<file path="src/rtl/acc_pkg.sv">
`timescale 1ns/1ps
package acc_pkg;
  localparam logic [3:0] OPC_JNS   = 4'h0;
  localparam logic [3:0] OPC_LOAD  = 4'h1;
  localparam logic [3:0] OPC_STORE = 4'h2;
  localparam logic [3:0] OPC_ADD   = 4'h3;
  localparam logic [3:0] OPC_SUB   = 4'h4;
  localparam logic [3:0] OPC_INPUT = 4'h5;
  localparam logic [3:0] OPC_OUT   = 4'h6;
  localparam logic [3:0] OPC_SKIP  = 4'h8;
  localparam logic [3:0] OPC_JUMP  = 4'h9;
  localparam logic [3:0] OPC_CLEAR = 4'hA;
  localparam logic [3:0] OPC_ADDI  = 4'hB;
  localparam logic [3:0] OPC_JUMPI = 4'hC;

  typedef enum logic [3:0] {
    ST_F0, ST_F1, ST_F2, ST_DEC, ST_RD, ST_RDW, ST_EXE,
    ST_WR0, ST_WR1, ST_JNS, ST_INW, ST_HALT
  } state_e;

  typedef enum logic [1:0] {MAR_PC, MAR_IR, MAR_MBR} mar_src_e;
  typedef enum logic [2:0] {PC_HOLD, PC_INC, PC_IR, PC_MBR, PC_MAR1} pc_op_e;
  typedef enum logic [1:0] {MBR_MEM, MBR_AC, MBR_PC} mbr_src_e;
  typedef enum logic [2:0] {AC_HOLD, AC_MBR, AC_ADD, AC_SUB, AC_ZERO, AC_IN} ac_op_e;

  typedef struct packed {
    logic     mar_en;
    mar_src_e mar_src;
    logic     ir_en;
    pc_op_e   pc_op;
    logic     mbr_en;
    mbr_src_e mbr_src;
    ac_op_e   ac_op;
    logic     out_en;
    logic     mem_req;
    logic     mem_we;
    logic     in_ack;
  } ctl_t;
endpackage

</file>
<file path="src/rtl/acc_alu.sv">
`timescale 1ns/1ps
module acc_alu
  import acc_pkg::*;
#(
  parameter int DATA_W = 16,
  parameter int IO_W   = 8
) (
  input  ac_op_e            op,
  input  logic [DATA_W-1:0] ac,
  input  logic [DATA_W-1:0] mbr,
  input  logic [IO_W-1:0]   in_data,
  input  logic [1:0]        cond,
  output logic [DATA_W-1:0] ac_nxt,
  output logic              skip_take
);
  localparam int EXT_W = DATA_W - IO_W;

  logic ac_neg, ac_zero;
  assign ac_neg  = ac[DATA_W-1];
  assign ac_zero = (ac == '0);

  always_comb begin
    unique case (cond)
      2'b00:   skip_take = ac_neg;
      2'b01:   skip_take = ac_zero;
      2'b10:   skip_take = !ac_neg && !ac_zero;
      default: skip_take = 1'b0;
    endcase
  end

  always_comb begin
    case (op)
      AC_MBR:  ac_nxt = mbr;
      AC_ADD:  ac_nxt = ac + mbr;
      AC_SUB:  ac_nxt = ac - mbr;
      AC_ZERO: ac_nxt = '0;
      AC_IN:   ac_nxt = {{EXT_W{in_data[IO_W-1]}}, in_data};
      default: ac_nxt = ac;
    endcase
  end
endmodule

</file>
<file path="src/rtl/acc_ctrl.sv">
`timescale 1ns/1ps
module acc_ctrl
  import acc_pkg::*;
(
  input  logic       clk,
  input  logic       rst_n,
  input  logic [3:0] opcode,
  input  logic       skip_take,
  input  logic       in_valid,
  output ctl_t       ctl,
  output logic       halted
);
  state_e state_q, state_d;
  logic   ind_q, ind_d;

  always_comb begin
    ctl     = '0;
    state_d = state_q;
    ind_d   = ind_q;
    case (state_q)
      ST_F0: begin
        ctl.mar_en  = 1'b1;
        ctl.mar_src = MAR_PC;
        state_d     = ST_F1;
      end
      ST_F1: begin
        ctl.mem_req = 1'b1;
        state_d     = ST_F2;
      end
      ST_F2: begin
        ctl.ir_en = 1'b1;
        ctl.pc_op = PC_INC;
        state_d   = ST_DEC;
      end
      ST_DEC: begin
        ctl.mar_en  = 1'b1;
        ctl.mar_src = MAR_IR;
        ind_d       = 1'b0;
        state_d     = ST_F0;
        case (opcode)
          OPC_LOAD, OPC_ADD, OPC_SUB, OPC_ADDI, OPC_JUMPI: state_d = ST_RD;
          OPC_STORE, OPC_JNS: state_d = ST_WR0;
          OPC_INPUT: state_d = ST_INW;
          OPC_OUT:   ctl.out_en = 1'b1;
          OPC_SKIP:  if (skip_take) ctl.pc_op = PC_INC;
          OPC_JUMP:  ctl.pc_op = PC_IR;
          OPC_CLEAR: ctl.ac_op = AC_ZERO;
          default:   state_d = ST_HALT;
        endcase
      end
      ST_RD: begin
        ctl.mem_req = 1'b1;
        state_d     = ST_RDW;
      end
      ST_RDW: begin
        ctl.mbr_en  = 1'b1;
        ctl.mbr_src = MBR_MEM;
        state_d     = ST_EXE;
      end
      ST_EXE: begin
        state_d = ST_F0;
        case (opcode)
          OPC_LOAD: ctl.ac_op = AC_MBR;
          OPC_ADD:  ctl.ac_op = AC_ADD;
          OPC_SUB:  ctl.ac_op = AC_SUB;
          OPC_ADDI: begin
            if (!ind_q) begin
              ctl.mar_en  = 1'b1;
              ctl.mar_src = MAR_MBR;
              ind_d       = 1'b1;
              state_d     = ST_RD;
            end else begin
              ctl.ac_op = AC_ADD;
            end
          end
          OPC_JUMPI: ctl.pc_op = PC_MBR;
          default: ;
        endcase
      end
      ST_WR0: begin
        ctl.mbr_en  = 1'b1;
        ctl.mbr_src = (opcode == OPC_JNS) ? MBR_PC : MBR_AC;
        state_d     = ST_WR1;
      end
      ST_WR1: begin
        ctl.mem_req = 1'b1;
        ctl.mem_we  = 1'b1;
        state_d     = (opcode == OPC_JNS) ? ST_JNS : ST_F0;
      end
      ST_JNS: begin
        ctl.pc_op = PC_MAR1;
        state_d   = ST_F0;
      end
      ST_INW: begin
        if (in_valid) begin
          ctl.ac_op  = AC_IN;
          ctl.in_ack = 1'b1;
          state_d    = ST_F0;
        end
      end
      default: state_d = ST_HALT;
    endcase
  end

  always_ff @(posedge clk or negedge rst_n) begin
    if (!rst_n) begin
      state_q <= ST_F0;
      ind_q   <= 1'b0;
    end else begin
      state_q <= state_d;
      ind_q   <= ind_d;
    end
  end

  assign halted = (state_q == ST_HALT);
endmodule

</file>
<file path="src/rtl/acc_cpu.sv">
`timescale 1ns/1ps
module acc_cpu
  import acc_pkg::*;
#(
  parameter int DATA_W = 16,
  parameter int ADDR_W = 12,
  parameter int IO_W   = 8
) (
  input  logic              clk,
  input  logic              rst_n,
  output logic              mem_req,
  output logic              mem_we,
  output logic [ADDR_W-1:0] mem_addr,
  output logic [DATA_W-1:0] mem_wdata,
  input  logic [DATA_W-1:0] mem_rdata,
  input  logic [IO_W-1:0]   in_data,
  input  logic              in_valid,
  output logic              in_ack,
  output logic [IO_W-1:0]   out_data,
  output logic              out_valid,
  output logic              halted
);
  localparam int OPC_LSB = DATA_W - 4;
  localparam int PAD_W   = DATA_W - ADDR_W;

  logic [1:0]        rst_sync_q;
  logic              rst_n_i;
  ctl_t              ctl;
  logic              skip_take;
  logic [ADDR_W-1:0] pc_q, pc_d, mar_q, mar_d;
  logic [DATA_W-1:0] ir_q, mbr_q, mbr_d, ac_q, ac_nxt;
  logic [IO_W-1:0]   out_q;
  logic              out_v_q;

  // asynchronous assertion, synchronous release
  always_ff @(posedge clk or negedge rst_n) begin
    if (!rst_n) rst_sync_q <= 2'b00;
    else        rst_sync_q <= {rst_sync_q[0], 1'b1};
  end
  assign rst_n_i = rst_sync_q[1];

  acc_ctrl u_ctrl (
    .clk      (clk),
    .rst_n    (rst_n_i),
    .opcode   (ir_q[DATA_W-1:OPC_LSB]),
    .skip_take(skip_take),
    .in_valid (in_valid),
    .ctl      (ctl),
    .halted   (halted)
  );

  acc_alu #(.DATA_W(DATA_W), .IO_W(IO_W)) u_alu (
    .op       (ctl.ac_op),
    .ac       (ac_q),
    .mbr      (mbr_q),
    .in_data  (in_data),
    .cond     (ir_q[ADDR_W-1:ADDR_W-2]),
    .ac_nxt   (ac_nxt),
    .skip_take(skip_take)
  );

  always_comb begin
    case (ctl.mar_src)
      MAR_IR:  mar_d = ir_q[ADDR_W-1:0];
      MAR_MBR: mar_d = mbr_q[ADDR_W-1:0];
      default: mar_d = pc_q;
    endcase
    case (ctl.pc_op)
      PC_INC:  pc_d = pc_q + ADDR_W'(1);
      PC_IR:   pc_d = ir_q[ADDR_W-1:0];
      PC_MBR:  pc_d = mbr_q[ADDR_W-1:0];
      PC_MAR1: pc_d = mar_q + ADDR_W'(1);
      default: pc_d = pc_q;
    endcase
    case (ctl.mbr_src)
      MBR_AC:  mbr_d = ac_q;
      MBR_PC:  mbr_d = {{PAD_W{1'b0}}, pc_q};
      default: mbr_d = mem_rdata;
    endcase
  end

  always_ff @(posedge clk or negedge rst_n_i) begin
    if (!rst_n_i) begin
      pc_q    <= '0;
      mar_q   <= '0;
      ir_q    <= '0;
      mbr_q   <= '0;
      ac_q    <= '0;
      out_q   <= '0;
      out_v_q <= 1'b0;
    end else begin
      if (ctl.mar_en)            mar_q <= mar_d;
      if (ctl.ir_en)             ir_q  <= mem_rdata;
      if (ctl.pc_op != PC_HOLD)  pc_q  <= pc_d;
      if (ctl.mbr_en)            mbr_q <= mbr_d;
      if (ctl.ac_op != AC_HOLD)  ac_q  <= ac_nxt;
      if (ctl.out_en)            out_q <= ac_q[IO_W-1:0];
      out_v_q <= ctl.out_en;
    end
  end

  assign mem_req   = ctl.mem_req;
  assign mem_we    = ctl.mem_we;
  assign mem_addr  = mar_q;
  assign mem_wdata = mbr_q;
  assign in_ack    = ctl.in_ack;
  assign out_data  = out_q;
  assign out_valid = out_v_q;
endmodule

</file>
<file path="config.mk">
export PLATFORM = sky130hd
export DESIGN_NAME = acc_cpu
export DESIGN_NICKNAME = d
export VERILOG_FILES = /design/src/rtl/acc_pkg.sv /design/src/rtl/acc_alu.sv /design/src/rtl/acc_ctrl.sv /design/src/rtl/acc_cpu.sv
export SDC_FILE = /design/constraint.sdc
export NUM_CORES = 1
export LEC_CHECK = 0
export BUFFER_PORTS_ARGS = -buffer_cell sky130_fd_sc_hd__clkbuf_2
export CAP_MARGIN = 30
export CORE_ASPECT_RATIO = 2
export CORE_UTILIZATION = 45
export CTS_CLUSTER_DIAMETER = 200
export CTS_CLUSTER_SIZE = 20
export DETAILED_ROUTE_END_ITERATION = 8
export PLACE_DENSITY = 0.7
export RECOVER_POWER = 100
export SLEW_MARGIN = 5
export SYNTH_ARGS = -nofsm -noshare
export SYNTH_HDL_FRONTEND = slang
export SYNTH_SLANG_ARGS = --single-unit
</file>
<file path="constraint.sdc">
create_clock -name clk -period 3.05 [get_ports clk]
set_input_delay 0.61 -clock clk [delete_from_list [all_inputs] [get_ports clk]]
set_output_delay 0.61 -clock clk [all_outputs]
set_load 0.005 [all_outputs]
</file>
# Word level (Yosys, flattened, before mapping)
# Index checks and enable logic that the tools add are counted.
[totals] inputBits=27 regBits=88
[op_classes] mux=34 add_sub_neg=4 n_reduce_logical=19 eq_ne=39
[ops] op="16-bit case mux with 5 select lines" n=1
[ops] op="12-bit case mux with 4 select lines" n=1
[ops] op="4-bit case mux with 11 select lines" n=1
[ops] op="4-bit equality test (second input constant)" n=9
[ops] op="16-bit case mux with 2 select lines" n=1
[ops] op="4-bit by 3-bit equality test with 1-bit output (second input constant)" n=7
[ops] op="12-bit by 1-bit adder with 12-bit output (second input constant)" n=2
[ops] op="12-bit case mux with 2 select lines" n=1
[ops] op="3-bit case mux with 4 select lines" n=2
[ops] op="3-bit case mux with 3 select lines" n=2
[ops] op="16-bit adder" n=1
[ops] op="4-bit by 2-bit equality test with 1-bit output (second input constant)" n=4
[ops] op="16-bit zero test" n=1
[ops] op="4-bit case mux with 4 select lines" n=1
[ops] op="16-bit subtractor" n=1
[ops] op="3-bit two-way mux" n=5
[ops] op="3-bit by 2-bit equality test with 1-bit output (second input constant)" n=4
[ops] op="4-bit two-way mux" n=3
[ops] op="3-bit equality test (second input constant)" n=3
[ops] op="1-bit two-way mux" n=9
[ops] op="4-bit by 1-bit equality test with 1-bit output (second input constant)" n=2
[ops] op="4-bit zero test" n=2
[ops] op="2-bit by 1-bit equality test with 1-bit output (second input constant)" n=3
[ops] op="2-bit equality test (second input constant)" n=3
[ops] op="other kinds (20)" n=27

# Logic depth before layout (Yosys ltp)
[depth] ltp_word=10 depth_mapped=14 ltp_nobuf=13

# Cells and area by module
# A second synthesis with hierarchy kept.
[unflattened] cells_unflattened=780 area_unflattened_um2=6816.5
[by_module_without_submodules] module="acc_cpu" area_each_um2=4474.3 n_inst=1 seq_area_each_um2=2077.0 cells_each=430
[by_module_without_submodules] module="acc_alu" area_each_um2=1701.6 n_inst=1 seq_area_each_um2=0.0 cells_each=265
[by_module_without_submodules] module="acc_ctrl" area_each_um2=640.6 n_inst=1 seq_area_each_um2=125.1 cells_each=85

# Worst setup path after synthesis
# OpenSTA, ideal clock, no wires.
[synth_timing] path_type="register -> register" startpoint="register ir_q[12]" endpoint="register ac_q[15]" setup_slack_ns=-0.710 t_arrival_ns=3.626 synth_period_minus_slack_ns=3.760 stages_incl_launch_ff=14 path_buffers=2 setup_time_ns=0.134 cell_sequence="dfrtp_1 > buf_2 > or4b_4 > or2_2 > clkbuf_1 > mux2i_1 > ha_1 > nor2b_1 > o31a_1 > o31a_1 > or4_1 > a31oi_1 > xnor2_1 > o211ai_2"
[synth_via] elab_chain_cells=6 elab_cells_between_ends=17 cone_classes="10 x eq/ne; 4 x mux; 3 x reduce/logical"
[synth_rtl] item="from (decl)" line="acc_cpu.sv:31" source="logic [DATA_W-1:0] ir_q, mbr_q, mbr_d, ac_q, ac_nxt;"
[synth_rtl] item="from (signal assigned)" line="acc_cpu.sv:93" source="if (ctl.ir_en) ir_q <= mem_rdata;"
[synth_rtl] item="4-bit equality test (tied with other cells)" line="acc_ctrl.sv:62" source="case (opcode)"
[synth_rtl] item="3-bit case mux with 4 select lines or 3-bit two-way mux (tied branches)" line="acc_ctrl.sv:62, acc_ctrl.sv:40"
[synth_rtl] item="3-bit case mux with 3 select lines *" line="acc_ctrl.sv:20" source="case (state_q)"
[synth_rtl] item="3-bit by 1-bit equality test with 1-bit output (tied with other cells)" line="acc_alu.sv:32" source="case (op)"
[synth_rtl] item="5-bit nonzero test (no line)"
[synth_rtl] item="2-bit AND reduction (no line)"
[synth_rtl] item="to (signal assigned)" line="acc_cpu.sv:96" source="if (ctl.ac_op != AC_HOLD) ac_q <= ac_nxt;"
[synth_rtl] item="to (decl)" line="acc_cpu.sv:31"
# Every way passes the cells marked *; elsewhere a longest branch is shown, timed or not.
# A chain may end at the register's enable or synchronous reset.

# Worst setup path after layout
# Ends and elaborated chain as after synthesis.

==> flow_summary.ini <==
[floorplan]
ios = 68
rows = 59
start_util_pct = 46.0
core_um2 = 12900
die_width_um = 83.3
die_h_um = 165
die_area_um2 = 13700

[synth]
yosysSeqAreaShare_pct = 37.0
synth-async-reset-ratio_pct = 100
syn_avg_cell_area_um2 = 8.78
synth_edf_count = 0
ys_seq_elements = 88
yosys_warnings = 0
yosys_most_used_dff = dfrtp_1
synth_cell_type_count = 70
syn_inst = 677
syn-num-nets = 724
synth_area_um2 = 5940

[setup_path]
cp_cell_sequence = or4b_4 -> or2_4 -> mux2i_4 -> ha_1 -> nor2b_4 -> o31a_1 -> o31a_1 -> or4_4 -> a31oi_4 -> xnor2_2 -> o211ai_2
cpMostUsedCell = o31a_1
crit_path_end_kind = flop
start_kind = flop
rr_endpoint = ac_q[15]
cpPeakStageDelay_ns = 0.57
r2r_setup_slack_ns = -0.50
critPathMaxFanout = 4
slowest_stage = or4b_4
critical_path_class = reg2reg
crit_arrival_ns = 3.76
crit_required_ns = 3.26
ff2ff_path_depth = 11
reg2reg_from = ir_q[12]

[power]
powerDensity_nw_per_um2 = 1260
seq_power_share_pct = 24.3
clkPwrFrac_pct = 14.9
power_mw = 9.42
p_leak_nw = 3.26
vdd_drop_max_mv = 0.625
comb_power_share_pct = 60.8
p_int_mw = 5.38
netSwitchingPower_mw = 4.04
sw_frac_of_total_pct = 42.8

[global_routing]
grt_pass1_wl_um = 29600
first_global_vias = 5777
overflow = 0
grt.total_usage_pct = 27.6
grt_start_max_net_pins = 71
antenna_found_initial = 0

[place]
pre_cts_ws_ns = -0.500
place.gp.congestion = 0.930
port_buffers = 67
dpl.hpwl_um = 14000

[timing]
max_freq_mhz = 282
max_slew.worst_pin.slew_ns = 1.86
setup_viol = 10
whs_ns = 0.0378
finalCritPeriodShare_pct = 116
fin_crit_ns = 3.55
worst_slack_ns = -0.497
timing.final.hold_violations = 0
skew_ns = 0.0119
rsz0062_at_grt = yes
slew_viol_final = 71
timing.slew.headroom_pct = -23.8

[layout]
drive_above_1_share_pct = 28.8
fin_nets = 847
area_growth_pct = 26.1
multi_input_area_um2 = 3660
ff_latch_area_um2 = 2200
num_antenna_cells = 0
num-fill-cells = 1108

[clock_network]
cts_buffer_depth = 2
cts_tree = done
path_clk_slew_ns = 0.07
cts-htree-levels = 3
cts_buffers = 9
clkLatencyLatePin_ns = 0.35
cts_sinks = 88
clockRootBuffer = clkbuf_16

[detailed_routing]
postRouteWirelength_um = 18700
wl_per_cell_um = 19.6
drt-initial-drc-count = 353
antenna_left = 0
drc = 0
dr.pass1.iters = 7
vias_per_cell = 6.01
vias = 5748

[job]
drv_cap = 1

[run_status]
outcome = finished, violations left
violations = capacitance limit, slew limit, setup timing

[worst_hold_path]
worstHoldPathType = in2async
[stage by stage]
step | cells | utilization, % | area, um^2 | setup TNS [ns]
global placement | 928 | 53.4 | 6890 | -1.40
finish | 957 | 58.0 | 7490 | -2.26
floorplan | 677 | - | 5990 | -1.46
CTS | 953 | 57.4 | 7420 | -2.59
detailed placement | 930 | 53.5 | 6910 | -1.99
global route | 957 | 58.0 | 7490 | -3.42
[cell usage after synthesis, drive strengths merged, types with 3 or more instances]
master / instances / area share [%]
buf: 15 / 1.6
nand3: 12 / 1.0
a22oi: 32 / 4.0
mux2i: 18 / 3.0
clkbuf: 29 / 1.8
nand4bb: 3 / 0.57
a222oi: 4 / 0.67
nand4: 4 / 0.42
a21oi: 45 / 3.8
mux2: 24 / 4.5
o31ai: 8 / 1.0
o21bai: 3 / 0.38
nor3: 16 / 2.1
nor2: 56 / 3.6
nand2b: 20 / 2.1
inv: 17 / 1.1
o31a: 3 / 0.44
nor4: 8 / 0.84
a31oi: 19 / 2.3
xor2: 14 / 2.1
dfrtp: 88 / 37
xnor2: 25 / 3.8
or3: 5 / 0.61
nand2: 77 / 4.9
nor2b: 6 / 0.63
ha: 19 / 4.0
o211ai: 5 / 0.72
o21ai: 61 / 5.1
or4: 5 / 0.69
[repair_timing]
action,in CTS,in global routing
buffers inserted,7,6
gates resized for setup,22,15
hold buffers,0,0
pin swaps,18,30
endpoints found under the hold margin,0,0
endpoints found under the setup margin,10,12
[cell type report]
| class | instances | area share [%] |
|---|---|---|
| Clock buffer | 9 | 3.01 |
| Clock inverter | 7 | 1.95 |
| Inverter | 18 | 0.902 |
| Multi-Input combinational cell | 527 | 48.9 |
| Sequential cell | 88 | 29.4 |
| Tap cell | 152 | 2.54 |
| Timing Repair Buffer | 156 | 13.4 |
[state kept, by name (all words and copies together) (netlist names)]
register / flops
pc_q: 12
rst_sync_q: 2
u_ctrl.state_q: 4
out_valid: 1
mem_wdata: 16
mem_addr: 12
out_data: 8
ac_q: 16
ir_q: 16
u_ctrl.ind_q: 1
[worst max-delay path by stage]
stage / end / startpoint
floorplan: ac_q[15] / ir_q[12]
global placement: ac_q[15] / ir_q[15]
detailed placement: ac_q[15] / ir_q[15]
CTS: ac_q[15] / ir_q[15]
global route: ac_q[15] / ir_q[12]
finish: ac_q[15] / ir_q[12]
[logic make-up (layout without fill, tap and decap cells)]
group / Yosys count / after routing / synth area share (%)
other cells: 1 / 1 / 0.0631
buf+inv: 62 / 190 / 4.61
fa+ha+maj: 20 / 20 / 4.34
mux: 42 / 42 / 7.58
simple gates: 229 / 229 / 19.8
compound gates: 196 / 196 / 20.7
xor+xnor: 39 / 39 / 5.87
flops: 88 / 88 / 37.0
[metal layers]
layer  wire length, um  global-route usage [%]
met5                 0                       0
met4              1030                    17.1
met3               580                    3.35
met2             10400                    51.9
met1              6740                    28.8
[power by group through the flow]
| stage | Clock, mW | Sequential [mW] | Combinational [mW] |
|---|---|---|---|
| after floorplan | 0 | 2.18 | 3.21 |
| after global placement | 0 | 2.26 | 4.88 |
| after detailed placement | 0 | 2.29 | 5.06 |
| after CTS | 1.41 | 2.28 | 5.43 |
| after global routing | 1.47 | 2.35 | 6.21 |
| final | 1.40 | 2.29 | 5.72 |
[critical path: cells and delay by family (launching register included)]
kind	cells	cell delay, ns
AND/OR/NAND/NOR	4	1.54
AO/OA/AOI/OAI	4	0.89
flip-flops	1	0.38
adder cells (fa/ha/maj)	1	0.28
multiplexers	1	0.20
XOR/XNOR	1	0.14
[cells in the final DEF (no fill, tap or decap), types with 6 or more instances in the layout]
cell type   n
dfrtp_1    88
clkbuf_1    7
clkbuf_16   9
xnor2_1    22
nor3_1      7
a22oi_1    32
nor4_1      8
o31ai_1     6
nand2_1    75
a21oi_1    42
mux2_2     21
buf_4      84
o21ai_0    46
inv_1      16
nor2_1     55
nand2b_1   20
ha_1       19
xor2_1     14
a31oi_1    17
clkbuf_2   62
nor3_2      6
mux2i_1    17
nand3_1    12
o21ai_1    10
Power figures use the tool's default switching activity.
